**src/rtl/rtc_cal_pkg.sv**
```systemverilog
package rtc_cal_pkg;

    localparam int BYTE_W   = 8;
    localparam int IDX_W    = 3;
    localparam int NUM_REGS = 7;

    typedef logic [BYTE_W-1:0] bcd8_t;

    typedef enum logic [IDX_W-1:0] {
        RI_SEC   = 3'd0,
        RI_MIN   = 3'd1,
        RI_HOUR  = 3'd2,
        RI_DOW   = 3'd3,
        RI_DATE  = 3'd4,
        RI_MONTH = 3'd5,
        RI_YEAR  = 3'd6
    } reg_idx_e;

    typedef struct packed {
        bcd8_t hour;
        bcd8_t min;
        bcd8_t sec;
    } hms_t;

    typedef struct packed {
        bcd8_t year;
        bcd8_t month;
        bcd8_t date;
        bcd8_t dow;
    } ymd_t;

    // two-digit BCD step without range wrap
    function automatic bcd8_t bcd_inc(bcd8_t v);
        bcd8_t r;
        if (v[3:0] >= 4'd9) r = {v[7:4] + 4'd1, 4'h0};
        else                r = {v[7:4], v[3:0] + 4'd1};
        return r;
    endfunction

    // year value modulo 4 from BCD digits: 10T+U == 2T+U (mod 4)
    function automatic logic is_leap(bcd8_t y);
        logic [5:0] s;
        s = {1'b0, y[7:4], 1'b0} + {2'b00, y[3:0]};
        return (s[1:0] == 2'b00);
    endfunction

    function automatic bcd8_t last_day(bcd8_t m, logic leap);
        bcd8_t r;
        case (m)
            8'h02:                      r = leap ? 8'h29 : 8'h28;
            8'h04, 8'h06, 8'h09, 8'h11: r = 8'h30;
            default:                    r = 8'h31;
        endcase
        return r;
    endfunction

    function automatic bcd8_t keep_mask(logic [IDX_W-1:0] i);
        bcd8_t r;
        case (i)
            RI_SEC:   r = 8'hFF;
            RI_MIN:   r = 8'h7F;
            RI_HOUR:  r = 8'h7F;
            RI_DOW:   r = 8'h07;
            RI_DATE:  r = 8'h3F;
            RI_MONTH: r = 8'h1F;
            RI_YEAR:  r = 8'hFF;
            default:  r = 8'h00;
        endcase
        return r;
    endfunction

endpackage

```
**src/rtl/rtc_hms_unit.sv**
```systemverilog
module rtc_hms_unit
    import rtc_cal_pkg::*;
(
    input  logic  clk,
    input  logic  rst,
    input  logic  tick_i,
    input  logic  ld_sec_i,
    input  logic  ld_min_i,
    input  logic  ld_hour_i,
    input  bcd8_t ld_data_i,
    output hms_t  hms_o,
    output logic  day_step_o
);

    hms_t  cur, nxt;
    bcd8_t ts, tm, th;
    logic  adv, sec_wrap, min_wrap, min_step, hour_step, day_c;

    assign adv       = tick_i & ~cur.sec[7];
    assign sec_wrap  = cur.sec[6:0] >= 7'h59;
    assign min_wrap  = cur.min[6:0] >= 7'h59;
    assign min_step  = adv & sec_wrap;
    assign hour_step = min_step & min_wrap;

    always_comb begin
        ts = bcd_inc({1'b0, cur.sec[6:0]});
        tm = bcd_inc({1'b0, cur.min[6:0]});
        th = cur.hour[6] ? bcd_inc({3'b000, cur.hour[4:0]})
                         : bcd_inc({2'b00, cur.hour[5:0]});
        nxt.sec  = {cur.sec[7], sec_wrap ? 7'h00 : ts[6:0]};
        nxt.min  = {1'b0, min_wrap ? 7'h00 : tm[6:0]};
        day_c    = 1'b0;
        if (cur.hour[6]) begin
            if (cur.hour[4:0] == 5'h11) begin
                nxt.hour = {2'b01, ~cur.hour[5], 5'h12};
                day_c    = cur.hour[5];
            end else if (cur.hour[4:0] >= 5'h12) begin
                nxt.hour = {2'b01, cur.hour[5], 5'h01};
            end else begin
                nxt.hour = {2'b01, cur.hour[5], th[4:0]};
            end
        end else begin
            if (cur.hour[5:0] >= 6'h23) begin
                nxt.hour = 8'h00;
                day_c    = 1'b1;
            end else begin
                nxt.hour = {2'b00, th[5:0]};
            end
        end
    end

    assign day_step_o = hour_step & day_c;

    always_ff @(posedge clk) begin
        if (rst) begin
            cur <= '0;
        end else begin
            if (ld_sec_i)       cur.sec  <= ld_data_i;
            else if (adv)       cur.sec  <= nxt.sec;
            if (ld_min_i)       cur.min  <= ld_data_i;
            else if (min_step)  cur.min  <= nxt.min;
            if (ld_hour_i)      cur.hour <= ld_data_i;
            else if (hour_step) cur.hour <= nxt.hour;
        end
    end

    assign hms_o = cur;


    halt_hold_chk: assert property (@(posedge clk) disable iff (rst)
        (cur.sec[7] && !ld_sec_i && !ld_min_i && !ld_hour_i) |=> $stable(cur));


    twelve_roll_chk: assert property (@(posedge clk) disable iff (rst)
        (hour_step && cur.hour[6] && cur.hour[4:0] == 5'h11 && !ld_hour_i)
        |=> (cur.hour[4:0] == 5'h12 && cur.hour[5] != $past(cur.hour[5])));


    day_roll_chk: assert property (@(posedge clk) disable iff (rst)
        (hour_step && !cur.hour[6] && cur.hour[5:0] == 6'h23 && !ld_hour_i)
        |=> (cur.hour == 8'h00));


    sec_load_chk: assert property (@(posedge clk) disable iff (rst)
        ld_sec_i |=> (cur.sec == $past(ld_data_i)));

endmodule

```
**src/rtl/rtc_ymd_unit.sv**
```systemverilog
module rtc_ymd_unit
    import rtc_cal_pkg::*;
(
    input  logic  clk,
    input  logic  rst,
    input  logic  day_step_i,
    input  logic  ld_dow_i,
    input  logic  ld_date_i,
    input  logic  ld_month_i,
    input  logic  ld_year_i,
    input  bcd8_t ld_data_i,
    output ymd_t  ymd_o
);

    ymd_t  cur, nxt;
    bcd8_t dim, td, tmo, ty;
    logic  date_wrap, month_wrap, mon_step, year_step;

    assign dim        = last_day(cur.month, is_leap(cur.year));
    assign date_wrap  = cur.date >= dim;
    assign month_wrap = cur.month >= 8'h12;
    assign mon_step   = day_step_i & date_wrap;
    assign year_step  = mon_step & month_wrap;

    always_comb begin
        td  = bcd_inc(cur.date);
        tmo = bcd_inc(cur.month);
        ty  = bcd_inc(cur.year);
        nxt.dow   = (cur.dow[2:0] >= 3'd7) ? 8'h01 : {5'b0, cur.dow[2:0] + 3'd1};
        nxt.date  = date_wrap  ? 8'h01 : td;
        nxt.month = month_wrap ? 8'h01 : tmo;
        nxt.year  = (cur.year >= 8'h99) ? 8'h00 : ty;
    end

    always_ff @(posedge clk) begin
        if (rst) begin
            cur.dow   <= 8'h01;
            cur.date  <= 8'h01;
            cur.month <= 8'h01;
            cur.year  <= 8'h00;
        end else begin
            if (ld_dow_i)        cur.dow   <= ld_data_i;
            else if (day_step_i) cur.dow   <= nxt.dow;
            if (ld_date_i)       cur.date  <= ld_data_i;
            else if (day_step_i) cur.date  <= nxt.date;
            if (ld_month_i)      cur.month <= ld_data_i;
            else if (mon_step)   cur.month <= nxt.month;
            if (ld_year_i)       cur.year  <= ld_data_i;
            else if (year_step)  cur.year  <= nxt.year;
        end
    end

    assign ymd_o = cur;


    dow_wrap_chk: assert property (@(posedge clk) disable iff (rst)
        (day_step_i && cur.dow[2:0] == 3'd7 && !ld_dow_i) |=> (cur.dow == 8'h01));


    year_wrap_chk: assert property (@(posedge clk) disable iff (rst)
        (year_step && cur.year == 8'h99 && !ld_year_i) |=> (cur.year == 8'h00));


    feb_common_chk: assert property (@(posedge clk) disable iff (rst)
        (day_step_i && cur.month == 8'h02 && cur.date == 8'h28 && !is_leap(cur.year)
         && !ld_date_i && !ld_month_i) |=> (cur.date == 8'h01 && cur.month == 8'h03));

endmodule

```
**src/rtl/bcd_rtc_calendar.sv**
```systemverilog
module bcd_rtc_calendar
    import rtc_cal_pkg::*;
(
    input  logic             clk,
    input  logic             rst,
    input  logic             tick_i,
    input  logic             ld_en_i,
    input  logic [IDX_W-1:0] ld_idx_i,
    input  logic [BYTE_W-1:0] ld_data_i,
    input  logic [IDX_W-1:0] rd_idx_i,
    output logic [BYTE_W-1:0] rd_data_o
);

    logic [NUM_REGS-1:0] ld_sel;
    bcd8_t               ld_val;
    hms_t                hms;
    ymd_t                ymd;
    logic                day_step;

    for (genvar g = 0; g < NUM_REGS; g++) begin : g_ld_dec
        assign ld_sel[g] = ld_en_i && (ld_idx_i == IDX_W'(g));
    end

    assign ld_val = ld_data_i & keep_mask(ld_idx_i);

    rtc_hms_unit u_hms (
        .clk        (clk),
        .rst        (rst),
        .tick_i     (tick_i),
        .ld_sec_i   (ld_sel[RI_SEC]),
        .ld_min_i   (ld_sel[RI_MIN]),
        .ld_hour_i  (ld_sel[RI_HOUR]),
        .ld_data_i  (ld_val),
        .hms_o      (hms),
        .day_step_o (day_step)
    );

    rtc_ymd_unit u_ymd (
        .clk        (clk),
        .rst        (rst),
        .day_step_i (day_step),
        .ld_dow_i   (ld_sel[RI_DOW]),
        .ld_date_i  (ld_sel[RI_DATE]),
        .ld_month_i (ld_sel[RI_MONTH]),
        .ld_year_i  (ld_sel[RI_YEAR]),
        .ld_data_i  (ld_val),
        .ymd_o      (ymd)
    );

    always_comb begin
        case (rd_idx_i)
            RI_SEC:   rd_data_o = hms.sec;
            RI_MIN:   rd_data_o = hms.min;
            RI_HOUR:  rd_data_o = hms.hour;
            RI_DOW:   rd_data_o = ymd.dow;
            RI_DATE:  rd_data_o = ymd.date;
            RI_MONTH: rd_data_o = ymd.month;
            RI_YEAR:  rd_data_o = ymd.year;
            default:  rd_data_o = 8'h00;
        endcase
    end

endmodule

```
**config.mk**
```make
export PLATFORM = sky130hd
export DESIGN_NAME = bcd_rtc_calendar
export DESIGN_NICKNAME = d
export VERILOG_FILES = /design/src/rtl/rtc_cal_pkg.sv /design/src/rtl/rtc_hms_unit.sv /design/src/rtl/rtc_ymd_unit.sv /design/src/rtl/bcd_rtc_calendar.sv
export SDC_FILE = /design/constraint.sdc
export NUM_CORES = 1
export LEC_CHECK = 0
export ABC_AREA = 1
export BUFFER_PORTS_ARGS = -buffer_cell sky130_fd_sc_hd__buf_2
export CORE_UTILIZATION = 60
export CTS_CLUSTER_DIAMETER = 50
export DETAILED_ROUTE_END_ITERATION = 12
export PLACE_DENSITY = 0.79
export SLEW_MARGIN = 10
export SYNTH_ARGS = -nofsm -noshare
export SYNTH_HDL_FRONTEND = slang
export SYNTH_SLANG_ARGS = --single-unit
```
**constraint.sdc**
```tcl
create_clock -name clk -period 5.4 [get_ports clk]
set_clock_uncertainty 0.15 [all_clocks]
set_input_delay 0 -clock clk [delete_from_list [all_inputs] [get_ports clk]]
set_output_delay 0 -clock clk [all_outputs]
set_load 0.01 [all_outputs]
```
==> qor.json, run 1 <==
{
  "status": "finished clean",
  "postCtsResizedCells": 0,
  "ff2ff_path_depth": 17,
  "timing.slew.headroom": 0.368,
  "routed-wl-met2_mm": 5.49,
  "synthMuxAreaShare": 0,
  "hold_class": "in -> reg",
  "place.gp.congestion": 0.988,
  "crit_path_end_kind": "register",
  "wl_met3_um": 840,
  "die_x_um": 87.7,
  "synthXorXnorAreaFrac": 0.0318,
  "cts.htree.levels": 2,
  "most_common_cell_after_layout_fill_and_taps_aside": "sky130_fd_sc_hd__nand2_1",
  "finalWorstPathRequiredPeriod_ns": 2.92,
  "timing.hold.ws_ns": 0.0185,
  "postSynthRegisterBits": 56,
  "worst_ep_required_time_ns": 5.49,
  "routed_via_density": 5.78,
  "timing.final.crit_share": 0.542,
  "grt_antenna_before_repair": 0,
  "multiInputGateArea_um2": 2850,
  "synth-simple-area-share": 0.308,
  "clk_latency_ns": 0.31,
  "numPortBuffers": 25,
  "timing.critical_path.arrival_ns": 3.02,
  "core_um2": 6940,
  "layout.area.seq_um2": 1120,
  "flow.area_growth_from_synthesis_pct": 8.44,
  "clkTransAtPathRegs_ns": 0.10,
  "finish.cell_count_without_fillers": 777,
  "grt_setup_unrepaired": "no",
  "mostFrequentLayoutCells": "sky130_fd_sc_hd__nand2_1, sky130_fd_sc_hd__inv_1, sky130_fd_sc_hd__nor2_1",
  "dp_cells": 760,
  "final_nets": 737,
  "post_synth_fa_ha_maj_area_fraction": 0.111,
  "worst_path_most_repeated_cell": "sky130_fd_sc_hd__nand2_1",
  "hold_viol": 0,
  "drc_errors": 0,
  "fin_area_um2": 4780,
  "worst-path-buf-inv": 1,
  "worst_slew_pin_slew_ns": 0.940,
  "peakVddDrop_uv": 121,
  "start_kind": "register",
  "setup_viol": 0,
  "grt_pass1_vias": 4077,
  "routedLengthMet1_mm": 5.21,
  "fmax_ghz": 0.342,
  "numCtsBuffers": 5,
  "synthesis.area_per_instance_um2": 6.81,
  "ctsLongestPathBuffers": 2,
  "cts_tree": "done",
  "post_syn_nets": 704,
  "total_leakage_power_uw": 0.00220,
  "uppermost_routed_layer": "met4",
  "globalRouteTotalUtil": 0.337,
  "worst-path-stages": 17,
  "worst_hold_path.num_cells": 4,
  "cts.sinks": 56,
  "die_area_um2": 7690,
  "routed-via-count": 4489,
  "drv.max_cap_violation_count": 0,
  "setup.worst_path.class": "reg -> reg",
  "worst-path-max-fanout": 6,
  "worst_path_dominant_cell_family": "compound AO/OA/AOI/OAI gates",
  "yosys_warnings": 0,
  "timing.final.max_slew_violations": 0,
  "dpl-instance-area_um2": 4600,
  "post_synth_main_area_contributors": "sky130_fd_sc_hd__dfxtp_1, sky130_fd_sc_hd__ha_1, sky130_fd_sc_hd__nand2_1, sky130_fd_sc_hd__inv_1, sky130_fd_sc_hd__nor2_1",
  "synth_seq_area_share": 0.255,
  "synth_compound_gate_area_share": 0.196,
  "synth_cell_types": 50,
  "power_density_nw_per_um2": 165,
  "initialDrtViolationCount": 290,
  "grt_max_degree": 32,
  "antennaDiodeCount": 0,
  "routed_wirelength_mm": 12.1,
  "grt_pass1_wl_mm": 19.8,
  "cts.root.buffer_cell": "sky130_fd_sc_hd__clkbuf_8",
  "number_of_rows_created_at_floorplan": 30,
  "routedWlPerCell_um": 15.5,
  "cp_max_delay_cell": "sky130_fd_sc_hd__dfxtp_1",
  "dominant_combinational_cell_family_by_area_after_synthesis": "simple AND/OR/NAND/NOR gates",
  "die_boundary_height_um": 87.7,
  "timing.setup.tns_ns": 0,
  "timing.critical_path.cells": "inv_1 > ha_1 > o21ai_0 > o21ai_0 > a32oi_1 > nand2_1 > o21ai_0 > ha_1 > nand2_1 > nor2_1 > nand2_1 > nand3_2 > nor2_2 > nand2_1 > o21ai_0 > nand2_1 > a21oi_1",
  "hpwl_mm": 9.32,
  "layout.filler_cells": 635,
  "finish.utilization": 0.688,
  "synthCells": 647,
  "crit_path_max_incr_delay_ns": 0.44,
  "synth_area_leader_cell": "sky130_fd_sc_hd__dfxtp_1",
  "post_route_cells_drive_above_1_share": 0.125,
  "drt.antenna.violating_nets": 0,
  "pin_count": 26,
  "drtPass1Iterations": 5,
  "yosysTopAreaCellShare": 0.255,
  "synthesized_area_um2": 4400,
  "initial_cell_density_of_the_core": 0.634,
  "grt_remaining_overflow": 0
}
Yosys cell counts (all sizes together):
cell type and n:
nor2 72, nor3 15, a211oi 2, dfxtp 56, o22a 1, a32oi 1, o2111ai 1, xor2 8
nand4 3, o221ai 2, clkinv 1, xnor2 8, a21oi 44, nand2 142, a221oi 5, a22oi 1
nor3b 2, a31oi 9, clkbuf 4, a31o 1, or2 1, nor4 1, a2111o 1, ha 39
buf 4, nand3 49, a2bb2oi 1, o22ai 26, o21ai 38, and3 1, inv 100, o211ai 7
o31ai 1
state kept, by name, indices dropped and copies added (netlist names):
register and cells:
u_hms.hms_o 24, u_ymd.ymd_o 32
layout make-up:
| cell class | instances | area share |
|---|---|---|
| Timing Repair Buffer | 34 | 0.0451 |
| Inverter | 101 | 0.0799 |
| Tap cell | 96 | 0.0252 |
| Clock buffer | 8 | 0.0189 |
| Sequential cell | 56 | 0.235 |
| Multi-Input combinational cell | 482 | 0.596 |
final timing paths:
check / from / to / slack (ns)
hold reg to reg: u_ymd.ymd_o[6] / u_ymd.ymd_o[6] / 0.31
setup reg to reg: u_ymd.ymd_o[16] / u_ymd.ymd_o[10] / 2.48
setup / recovery: u_ymd.ymd_o[16] / u_ymd.ymd_o[10] / 2.48
hold / removal: ld_idx_i[0] / u_hms.hms_o[2] / 0.02
routing by layer:
layer / GRT usage / vias up
li1: - / 2216
met1: 0.443 / 2027
met2: 0.546 / 198
met3: 0.0556 / 48
met4: 0.143 / 0
met5: 0 / -
per-stage QoR:
stage | worst slack [ns] | power [uW]
final | 2.48 | 789
after global placement | 2.68 | 547
after floorplan | 2.91 | 513
after CTS | 2.50 | 794
after global routing | 2.13 | 826
after detailed placement | 2.55 | 550
cell families (layout without fill, tap and decap cells):
| kind of cell | count (synthesis) | in the layout |
|---|---|---|
| AOI/OAI and AO/OA | 141 | 141 |
| buffers and inverters | 109 | 143 |
| and+or+nand+nor | 286 | 286 |
| xor gates and xnor gates | 16 | 16 |
| adders and majority gates | 39 | 39 |
| DFF | 56 | 56 |
report_power, final:
group	leakage [uW]	switching [uW]	internal, uW	total (uW)
registers	0.000453	10.5	420	430
logic	0.00170	79.4	39.1	118
clock network	0.0000455	135	105	240
tightest hold or removal path: stages:
cell	delay, ns
sky130_fd_sc_hd__buf_2	0.16
sky130_fd_sc_hd__nor3_4	0.10
sky130_fd_sc_hd__nand2_1	0.08
sky130_fd_sc_hd__a31oi_1	0.09
what timing repair did:
action / 4_1_cts / 5_1_grt
endpoints found under the hold margin: 8 / 0
buffers inserted: 0 / 0
setup endpoints to repair: 0 / 0
hold buffers: 9 / 0
No activity file was read; power rests on OpenSTA's default activity.
==> inputs of run 2 (changes only) <==
--- a/config.mk
+++ b/config.mk
@@ -5,7 +5,7 @@
 export SDC_FILE = /design/constraint.sdc
 export NUM_CORES = 1
 export LEC_CHECK = 0
-export ABC_AREA = 1
+export ABC_AREA = 0
 export BUFFER_PORTS_ARGS = -buffer_cell sky130_fd_sc_hd__buf_2
 export CORE_UTILIZATION = 60
 export CTS_CLUSTER_DIAMETER = 50
==> constraint.sdc (replaced) <==
create_clock -name clk -period 2.8 [get_ports clk]
set_clock_uncertainty 0.15 [all_clocks]
set_input_delay 0 -clock clk [delete_from_list [all_inputs] [get_ports clk]]
set_output_delay 0 -clock clk [all_outputs]
set_load 0.01 [all_outputs]
==> qor.json, run 2 <==
{
  "post_syn_nets": 593,
  "pin_count": 26,
  "final_nets": 668,
  "post_synth_main_area_contributors": "sky130_fd_sc_hd__dfxtp_1, sky130_fd_sc_hd__ha_1, sky130_fd_sc_hd__nand2_1, sky130_fd_sc_hd__a21oi_1, sky130_fd_sc_hd__nor2_1",
  "cts.sinks": 56,
  "p_seq_frac": 0.519,
  "initialDrtViolationCount": 510,
  "drc_errors": 0,
  "setup_viol": 24,
  "synth-edff-count": 0,
  "layout.area.seq_um2": 1130,
  "die_x_um": 86.4,
  "crit_path_end_kind": "register",
  "power_switching_share": 0.312,
  "peakVddDrop_uv": 269,
  "status": "complete, but fails checks",
  "min_to": "u_hms.hms_o[22]",
  "synthCells": 536,
  "failing_checks": "negative setup slack",
  "post_route_cells_drive_above_1_share": 0.243,
  "totalPowerFinal_uw": 1620,
  "place.gp.congestion": 0.928,
  "multiInputGateArea_um2": 3160,
  "core_um2": 6830,
  "clk_latency_ns": 0.32,
  "cts.htree.levels": 2,
  "grtUsageMet3": 0.0629,
  "cts.root.buffer_cell": "sky130_fd_sc_hd__clkbuf_8",
  "routed_wirelength_mm": 14.0,
  "grt_setup_unrepaired": "yes",
  "grt_antenna_before_repair": 0,
  "routed-via-count": 4700,
  "power.switching_uw": 506,
  "worst-path-max-fanout": 4,
  "fmax_ghz": 0.318,
  "ctsLongestPathBuffers": 2,
  "internal_power_uw": 1110,
  "cts_tree": "done",
  "timing.critical_path.arrival_ns": 3.23,
  "cp_max_delay_cell": "sky130_fd_sc_hd__dfxtp_4",
  "hold_start": "ld_en_i",
  "initial_cell_density_of_the_core": 0.626,
  "synth_area_leader_cell": "sky130_fd_sc_hd__dfxtp_1",
  "power_density_nw_per_um2": 306,
  "ys.flop_type": "sky130_fd_sc_hd__dfxtp_1",
  "timing.critical_path.cells": "inv_4 > buf_6 > ha_4 > nor3b_4 > o21ai_2 > nand2_1 > o31ai_2 > ha_1 > nor4b_2 > a2bb2oi_2 > buf_4 > and2_4 > nor3_4 > a221o_1 > a21oi_1",
  "comb_power_share": 0.187,
  "yosysTopAreaCellShare": 0.262,
  "layout.filler_cells": 499,
  "synthesized_area_um2": 4280,
  "antennaDiodeCount": 0,
  "pre_cts_ws_ns": -0.279,
  "postSynthRegisterBits": 56,
  "most_common_cell_after_layout_fill_and_taps_aside": "sky130_fd_sc_hd__dfxtp_1",
  "numCtsBuffers": 5,
  "die_area_um2": 7470,
  "setup_slack_ns": -0.341,
  "power.share.clock": 0.294,
  "total_leakage_power_uw": 0.00218,
  "worst_hold_path.num_cells": 4,
  "met2_usage": 0.576,
  "synthesis.area_per_instance_um2": 7.98,
  "flow.area_growth_from_synthesis_pct": 24.0,
  "clkTransAtPathRegs_ns": 0.12,
  "timing.final.crit_share": 1.12,
  "setup.worst_path.class": "reg -> reg",
  "grt_remaining_overflow": 0,
  "yosysMostFrequentCell": "sky130_fd_sc_hd__dfxtp_1",
  "rrSetupSlack_ns": -0.34,
  "synth_cell_types": 67,
  "grt_pass1_wl_mm": 20.9,
  "largest_register_ff_count": 32,
  "worst_slew_pin_slew_ns": 0.847,
  "globalRouteMet1Util": 0.483,
  "ff2ff_path_depth": 15,
  "worstReg2RegEnd": "u_ymd.ymd_o[19]",
  "start_kind": "register",
  "worst_r2r_startpoint": "u_ymd.ymd_o[17]",
  "hold_class": "in -> reg",
  "numPortBuffers": 25,
  "synth_seq_area_share": 0.262,
  "grt_pass1_vias": 4078,
  "hpwl_mm": 9.58,
  "worst_ep_required_time_ns": 2.89,
  "synth.top_cells.by_count": "sky130_fd_sc_hd__dfxtp_1, sky130_fd_sc_hd__nand2_1, sky130_fd_sc_hd__nor2_1",
  "drtPass1Iterations": 7,
  "ys_async_sr_fraction": 0,
  "finalWorstPathRequiredPeriod_ns": 3.14,
  "top_usage_layer": "met2",
  "hold_viol": 0,
  "grt_max_degree": 36,
  "number_of_rows_created_at_floorplan": 30,
  "die_boundary_height_um": 86.4,
  "drt.antenna.violating_nets": 0,
  "timing.slew.headroom": 0.433,
  "yosys_warnings": 0,
  "routedWlPerCell_um": 19.8,
  "timing.final.max_slew_violations": 0,
  "crit_path_max_incr_delay_ns": 0.42,
  "routed_via_density": 6.64,
  "mostFrequentLayoutCells": "sky130_fd_sc_hd__dfxtp_1, sky130_fd_sc_hd__nand2_1, sky130_fd_sc_hd__buf_4",
  "globalRouteTotalUtil": 0.360,
  "drv.max_cap_violation_count": 0
}
[run 2: critical path: cells and delay by family (launching register included)]
kind	cells	cell delay (ns)
compound gates	5	0.99
simple gates	5	0.75
fa+ha+maj	2	0.46
flops	1	0.42
buf+inv	3	0.31
[run 2: area by class of cell]
class	instances	area share
clock buffer	5	0.0130
multi-input combinational	428	0.596
inverter	29	0.0219
timing repair buffer	91	0.129
clock inverter	3	0.00448
tap	96	0.0226
sequential	56	0.213
[run 2: metal layers]
| layer | share of wire | vias to the layer above |
|---|---|---|
| li1 | - | 2137 |
| met1 | 0.40 | 2198 |
| met2 | 0.46 | 310 |
| met3 | 0.098 | 55 |
| met4 | 0.043 | 0 |
| met5 | 0 | - |
[run 2: cells by family after synthesis]
logic type | after synthesis | share of synthesized area
mux | 24 | 0.0702
flops | 56 | 0.262
fa+ha+maj | 39 | 0.114
simple gates | 204 | 0.254
xor+xnor | 7 | 0.0143
compound gates | 154 | 0.237
buf+inv | 52 | 0.0483
[run 2: power by group through the flow]
stage	clock [uW]	combinational [uW]	sequential, uW
after global routing	503	323	844
final	476	303	842
after CTS	469	277	839
after global placement	0	249	857
after detailed placement	0	256	857
after floorplan	0	162	852
[run 2: worst max path at each step]
stage                    startpoint               to  slack [ns]  depth (start not counted)
global placement    u_ymd.ymd_o[20]  u_ymd.ymd_o[18]       -0.18                         14
global route        u_ymd.ymd_o[17]  u_ymd.ymd_o[12]       -0.46                         15
floorplan           u_ymd.ymd_o[20]  u_ymd.ymd_o[16]       -0.02                         14
CTS                 u_ymd.ymd_o[17]  u_ymd.ymd_o[10]       -0.15                         14
finish              u_ymd.ymd_o[17]  u_ymd.ymd_o[19]       -0.34                         15
detailed placement  u_ymd.ymd_o[20]  u_ymd.ymd_o[18]       -0.28                         14
[run 2: through the flow]
| step | cells | TNS (ns) | area (um^2) | utilization | hold slack [ns] |
|---|---|---|---|---|---|
| 6_report | 708 | -4.94 | 5310 | 0.777 | 0.0427 |
| 3_5_place_dp | 671 | -5.03 | 4700 | 0.688 | 0.110 |
| 2_1_floorplan | 536 | -0.0253 | 4280 | - | -0.0288 |
| 4_1_cts | 700 | -1.29 | 5110 | 0.748 | 0.0325 |
| 5_1_grt | 708 | -7.94 | 5310 | 0.777 | 0.0444 |
| 3_3_place_gp | 671 | -2.67 | 4700 | 0.688 | 0.0970 |
[run 2: repair_timing]
| action | in CTS | in global routing |
|---|---|---|
| hold buffers | 12 | 0 |
| pin swaps | 24 | 16 |
| endpoints found under the hold margin | 21 | 0 |
| setup buffers | 9 | 8 |
| endpoints found under the setup margin | 24 | 24 |
| resized for setup | 35 | 32 |
| cloned | 0 | 0 |
